$ cat src/rtl/rrs_pkg.sv
package rrs_pkg;
    localparam int unsigned REG_COUNT = 16;
    localparam int unsigned DATA_W    = 64;
    localparam int unsigned TAG_W     = 4;

    typedef enum logic {
        ENT_READY   = 1'b0,
        ENT_PENDING = 1'b1
    } ent_state_e;
endpackage

$ cat src/rtl/rrs_entry.sv
module rrs_entry
    import rrs_pkg::*;
#(
    parameter int unsigned DW = DATA_W,
    parameter int unsigned TW = TAG_W
) (
    input  logic          clk,
    input  logic          rst_n,
    input  logic          claim_i,
    input  logic [TW-1:0] claim_tag_i,
    input  logic          bc_valid_i,
    input  logic [TW-1:0] bc_tag_i,
    input  logic [DW-1:0] bc_data_i,
    output logic          pend_o,
    output logic [TW-1:0] tag_o,
    output logic [DW-1:0] value_o
);
    ent_state_e    state_q, state_n;
    logic [TW-1:0] tag_q, tag_n;
    logic [DW-1:0] value_q, value_n;
    logic          match;

    assign match = bc_valid_i && (state_q == ENT_PENDING) && (tag_q == bc_tag_i);

    // next state: CLAIM, RECLAIM, RETIRE
    always_comb begin
        state_n = state_q;
        tag_n   = tag_q;
        value_n = value_q;
        unique case (state_q)
            ENT_READY: begin
                if (claim_i) begin
                    state_n = ENT_PENDING;
                    tag_n   = claim_tag_i;
                end
            end
            ENT_PENDING: begin
                if (claim_i) begin
                    tag_n = claim_tag_i;
                end else if (match) begin
                    state_n = ENT_READY;
                    value_n = bc_data_i;
                end
            end
            default: state_n = ENT_READY;
        endcase
    end

    // state register
    always_ff @(posedge clk) begin
        if (!rst_n) begin
            state_q <= ENT_READY;
            tag_q   <= '0;
            value_q <= '0;
        end else begin
            state_q <= state_n;
            tag_q   <= tag_n;
            value_q <= value_n;
        end
    end

    // outputs
    always_comb begin
        pend_o  = (state_q == ENT_PENDING);
        tag_o   = tag_q;
        value_o = value_q;
    end

    p_claim_pending_r3: assert property (@(posedge clk) disable iff (!rst_n)
        claim_i |=> (pend_o && tag_o == $past(claim_tag_i)));

    p_retire_r4: assert property (@(posedge clk) disable iff (!rst_n)
        (!claim_i && bc_valid_i && pend_o && tag_o == bc_tag_i)
        |=> (!pend_o && value_o == $past(bc_data_i)));

    p_no_match_hold_r5: assert property (@(posedge clk) disable iff (!rst_n)
        (!claim_i && !(bc_valid_i && pend_o && tag_o == bc_tag_i))
        |=> ($stable(value_o) && $stable(pend_o)));

    p_claim_keeps_value_r6: assert property (@(posedge clk) disable iff (!rst_n)
        claim_i |=> $stable(value_o));
endmodule

$ cat src/rtl/rrs_read_port.sv
module rrs_read_port
    import rrs_pkg::*;
#(
    parameter int unsigned NR = REG_COUNT,
    parameter int unsigned DW = DATA_W,
    parameter int unsigned TW = TAG_W,
    localparam int unsigned AW = $clog2(NR)
) (
    input  logic [AW-1:0]         addr_i,
    input  logic [NR-1:0]         pend_i,
    input  logic [NR-1:0][TW-1:0] tags_i,
    input  logic [NR-1:0][DW-1:0] vals_i,
    input  logic                  bc_valid_i,
    input  logic [TW-1:0]         bc_tag_i,
    input  logic [DW-1:0]         bc_data_i,
    output logic                  busy_o,
    output logic [TW-1:0]         tag_o,
    output logic [DW-1:0]         val_o
);
    logic          sel_pend;
    logic [TW-1:0] sel_tag;
    logic          bypass;

    always_comb begin
        sel_pend = pend_i[addr_i];
        sel_tag  = tags_i[addr_i];
        bypass   = sel_pend && bc_valid_i && (sel_tag == bc_tag_i);
        busy_o   = sel_pend && !bypass;
        tag_o    = busy_o ? sel_tag : '0;
        val_o    = bypass ? bc_data_i : vals_i[addr_i];
    end
endmodule

$ cat src/rtl/fpr_rename_table.sv
module fpr_rename_table
    import rrs_pkg::*;
#(
    parameter int unsigned NUM_REGS = REG_COUNT,
    parameter int unsigned DW       = DATA_W,
    parameter int unsigned TW       = TAG_W,
    localparam int unsigned AW      = $clog2(NUM_REGS)
) (
    input  logic          clk,
    input  logic          rst_n,
    input  logic          iss_valid_i,
    input  logic [AW-1:0] iss_dst_i,
    input  logic [TW-1:0] iss_tag_i,
    input  logic [AW-1:0] src_a_i,
    input  logic [AW-1:0] src_b_i,
    input  logic          bc_valid_i,
    input  logic [TW-1:0] bc_tag_i,
    input  logic [DW-1:0] bc_data_i,
    output logic          a_busy_o,
    output logic [TW-1:0] a_tag_o,
    output logic [DW-1:0] a_val_o,
    output logic          b_busy_o,
    output logic [TW-1:0] b_tag_o,
    output logic [DW-1:0] b_val_o
);
    logic [NUM_REGS-1:0]         pend;
    logic [NUM_REGS-1:0][TW-1:0] tags;
    logic [NUM_REGS-1:0][DW-1:0] vals;

    for (genvar i = 0; i < NUM_REGS; i++) begin : g_ent
        logic claim;
        assign claim = iss_valid_i && (iss_dst_i == AW'(i));
        rrs_entry #(.DW(DW), .TW(TW)) u_ent (
            .clk        (clk),
            .rst_n      (rst_n),
            .claim_i    (claim),
            .claim_tag_i(iss_tag_i),
            .bc_valid_i (bc_valid_i),
            .bc_tag_i   (bc_tag_i),
            .bc_data_i  (bc_data_i),
            .pend_o     (pend[i]),
            .tag_o      (tags[i]),
            .value_o    (vals[i])
        );
    end

    rrs_read_port #(.NR(NUM_REGS), .DW(DW), .TW(TW)) u_rd_a (
        .addr_i(src_a_i), .pend_i(pend), .tags_i(tags), .vals_i(vals),
        .bc_valid_i(bc_valid_i), .bc_tag_i(bc_tag_i), .bc_data_i(bc_data_i),
        .busy_o(a_busy_o), .tag_o(a_tag_o), .val_o(a_val_o)
    );

    rrs_read_port #(.NR(NUM_REGS), .DW(DW), .TW(TW)) u_rd_b (
        .addr_i(src_b_i), .pend_i(pend), .tags_i(tags), .vals_i(vals),
        .bc_valid_i(bc_valid_i), .bc_tag_i(bc_tag_i), .bc_data_i(bc_data_i),
        .busy_o(b_busy_o), .tag_o(b_tag_o), .val_o(b_val_o)
    );

    // a ready (or bypassed) result stays visible next cycle if nothing claims it
    p_ready_persists_r7: assert property (@(posedge clk) disable iff (!rst_n)
        (!iss_valid_i && !a_busy_o) ##1 (src_a_i == $past(src_a_i))
        |-> (!a_busy_o && a_val_o == $past(a_val_o)));

    p_ready_tag_zero_r2: assert property (@(posedge clk) disable iff (!rst_n)
        (!b_busy_o) |-> (b_tag_o == '0));
endmodule

$ cat config.mk
export PLATFORM = sky130hd
export DESIGN_NAME = fpr_rename_table
export DESIGN_NICKNAME = d
export VERILOG_FILES = /design/src/rtl/rrs_pkg.sv /design/src/rtl/rrs_entry.sv /design/src/rtl/rrs_read_port.sv /design/src/rtl/fpr_rename_table.sv
export SDC_FILE = /design/constraint.sdc
export NUM_CORES = 2
export LEC_CHECK = 0
export BUFFER_PORTS_ARGS = -buffer_cell sky130_fd_sc_hd__buf_2
export CORE_UTILIZATION = 35
export DETAILED_ROUTE_END_ITERATION = 10
export PLACE_DENSITY = 0.52
export SLEW_MARGIN = 20
export SYNTH_ARGS = -nofsm -noshare
export SYNTH_HDL_FRONTEND = slang
export SYNTH_HIERARCHICAL = 1
export SYNTH_SLANG_ARGS = --single-unit
$ cat constraint.sdc
create_clock -name clk -period 4.55 [get_ports clk]
set_input_delay 0.6825 -clock clk [delete_from_list [all_inputs] [get_ports clk]]
set_output_delay 0.6825 -clock clk [all_outputs]
set_load 0.005 [all_outputs]
==> results.toml <==
[critical_path]
critical_path.slowest_cell = "mux4_2"
cp-start-kind = "register"
crit_path_end_kind = "primary output"
criticalPathCategory = "register to primary output"
path_cells = "mux4_2, mux2i_1, mux2_2, mux2_2, nor4_4, buf_12, mux2_2, buf_2"
crit_path_max_fanout = 36
cpMostUsedCell = "mux2_2"
required_ns = 3.87
cpPeakStageDelay_ns = 0.48
crit_arrival_ns = 3.75

[yosys]
synthArstFlopShare_pct = 0
synth_area_mm2 = 0.0624
synth_fp_nets = 5963
ys_types = 26
yosys.area.top_type_share_pct = 35.4
synthTopCellsByCount = "2,055 x nand2_1, 1,110 x mux2i_1, 1,104 x dfxtp_1, 682 x mux4_2, 318 x clkbuf_1"
synth_top_cell_by_area = "dfxtp_1"
ys_seq_area_share_pct = 35.4
netlist_instances = 5875
synth_ff_type = "dfxtp_1"
syn_area_per_cell_um2 = 10.6
yosysMostFrequentCell = "nand2_1"
yosys_warnings = 6
synth.area.top_cells = "dfxtp_1 35%, mux4_2 25%, mux2i_1 18%"
synth-seq-cells = 1104
synth-edff-count = 0

[clocking]
cts_resized = 0
cts_made_buffers = 130
cts_tree = "built"
cts_root_buf = "clkbuf_16"
ctsHtreeMaxLevel = 4
cts_buffer_depth = 3
insertion_delay_ns = 0.77
cts_hold_buffers = 0
cts_sinks = 1104
post_cts_buffers = 0
path_clk_slew_ns = 0.06

[detailed_routing]
drtAntennaViolNets = 0
wl_per_cell_um = 23.1
vias = 44412
drtIter0Drc = 3425
vias_per_cell = 5.38
drc = 14
drtPass1Iterations = 10
routed_wl_mm = 191

[power_and_ir_drop]
p_int_mw = 16.6
p_leak_nw = 23.6
seq_power_share_pct = 43.9
p_sw_mw = 5.49
p_clk_share_pct = 48.9
total_power_mw = 22.1
peakVddDrop_uv = 303
power.density_mw_per_mm2 = 317
pwr-share-comb_pct = 7.2
p_sw_share_pct = 24.8

[cells_and_area]
areaGrowthSynthToFinish_pct = 11.7
drive_gt1_share_pct = 22.8
nets = 5893

[global_routing]
grt_pass1_wl_mm = 287
grt_max_degree = 207
grt_usage_pct = 20.9
first_global_vias = 44190
antenna_found_initial = 9
grt_overflow = 0

[sta]
fmax_ghz = 0.225
max-slew-margin-rel_pct = 33.2
setup_viol_count_final = 0
rsz0062_at_grt = "no"
finalSetupTns_ns = 0
period_share_pct = 97.5
min_period_ns = 4.44
fin_skew_ns = 0.0252
slew_violations = 0
finalHoldViolations = 0
worstMarginPinSlew_ns = 0.998

[die]
coreArea_mm2 = 0.176
dieArea_mm2 = 0.180
io_pins = 226
die_w_um = 424
initial_utilization_pct = 35.3
die_height_um = 424
rows = 154

[placement]
routabilityCongestion = 0.843
numPortBuffers = 225
dp_hpwl_mm = 109

[status]
status = "finished, violations left"
violations = "DRC"

[job]
maxCapViolations = 0

[worst_hold_path]
worst_hold_path_type = "input port to register"
-- layout make-up --
class	count	area (um2)
fillers	16997	107000
multi-input cells	4231	37500
flip-flops and latches	1104	22100
clock buffers	190	3860
well taps	2340	2930
repair buffers	336	2730
clock inverters	46	538
inverters	2	7.51
diodes	3	7.51
-- through the flow --
| step | instances | area (um2) | hold slack, ns | setup WS (ns) | utilization, % |
|---|---|---|---|---|---|
| 2_1_floorplan | 5875 | 62400 | 0.441 | 0.651 | - |
| 3_3_place_gp | 8013 | 65300 | 0.449 | 0.378 | 37.0 |
| 3_5_place_dp | 8013 | 65300 | 0.456 | 0.360 | 37.0 |
| 4_1_cts | 8249 | 69700 | 0.276 | 0.0543 | 39.5 |
| 5_1_grt | 8249 | 69700 | 0.325 | 0.00313 | 39.5 |
| 6_report | 8252 | 69700 | 0.333 | 0.113 | 39.5 |
-- cell usage in the layout, fill, tap and decap left out, drive strengths merged, types with 9 or more instances in the layout --
cell type,count
clkinv,24
nand2,2055
nor2b,64
nor2,30
mux4,682
clkbuf,192
dfxtp,1104
nand3,33
xnor2,66
inv,13
o21ai,16
mux2i,1110
bufinv,9
buf,334
nor3,24
mux2,132
-- cells by family after synthesis --
logic type,synth area share (%)
AOI/OAI and AO/OA,0.144
muxes,44.8
xor gates and xnor gates,0.983
buffers and inverters,4.63
DFF,35.4
and+or+nand+nor,14.0
-- power by group through the flow --
stage | logic, mW | clock network, mW | registers, mW
2_1_floorplan | 1.06 | 0 | 9.91
3_3_place_gp | 1.58 | 0 | 9.92
3_5_place_dp | 1.60 | 0 | 9.92
4_1_cts | 1.60 | 11.1 | 9.70
5_1_grt | 1.72 | 11.4 | 9.70
6_report | 1.59 | 10.8 | 9.70
-- flip-flops by register name, indices dropped and copies added, names as in the netlist --
name                 count
g_ent.u_ent/value_o   1024
g_ent.u_ent/tag_o       64
g_ent.u_ent/pend_o      16
-- path summary, 6_finish.rpt --
kind                               from                         end  slack (ns)  cells after the start
max             g_ent[6].u_ent/tag_o[2]                  b_val_o[8]        0.11                      8
min reg2reg  g_ent[2].u_ent/value_o[57]  g_ent[2].u_ent/value_o[57]        0.47                      2
max reg2reg     g_ent[0].u_ent/tag_o[3]  g_ent[0].u_ent/value_o[56]        2.13                      5
min                       bc_data_i[21]  g_ent[0].u_ent/value_o[21]        0.33                      3
-- layer usage --
metal / GRT usage (%) / up-vias / wire [um]
li1: - / 20594 / -
met2: 35.4 / 1022 / 93300
met1: 27.4 / 22478 / 83800
met5: 0 / - / 59
met3: 2.73 / 310 / 7780
met4: 7.19 / 8 / 5890
-- worst max-delay path, delay by kind of cell, from the launching register on --
| kind | cells | cell delay [ns] |
|---|---|---|
| muxes | 5 | 1.61 |
| and+or+nand+nor | 1 | 0.46 |
| buffers and inverters | 2 | 0.44 |
| DFF | 1 | 0.41 |
Note: power is estimated with default switching activity, not from simulation.
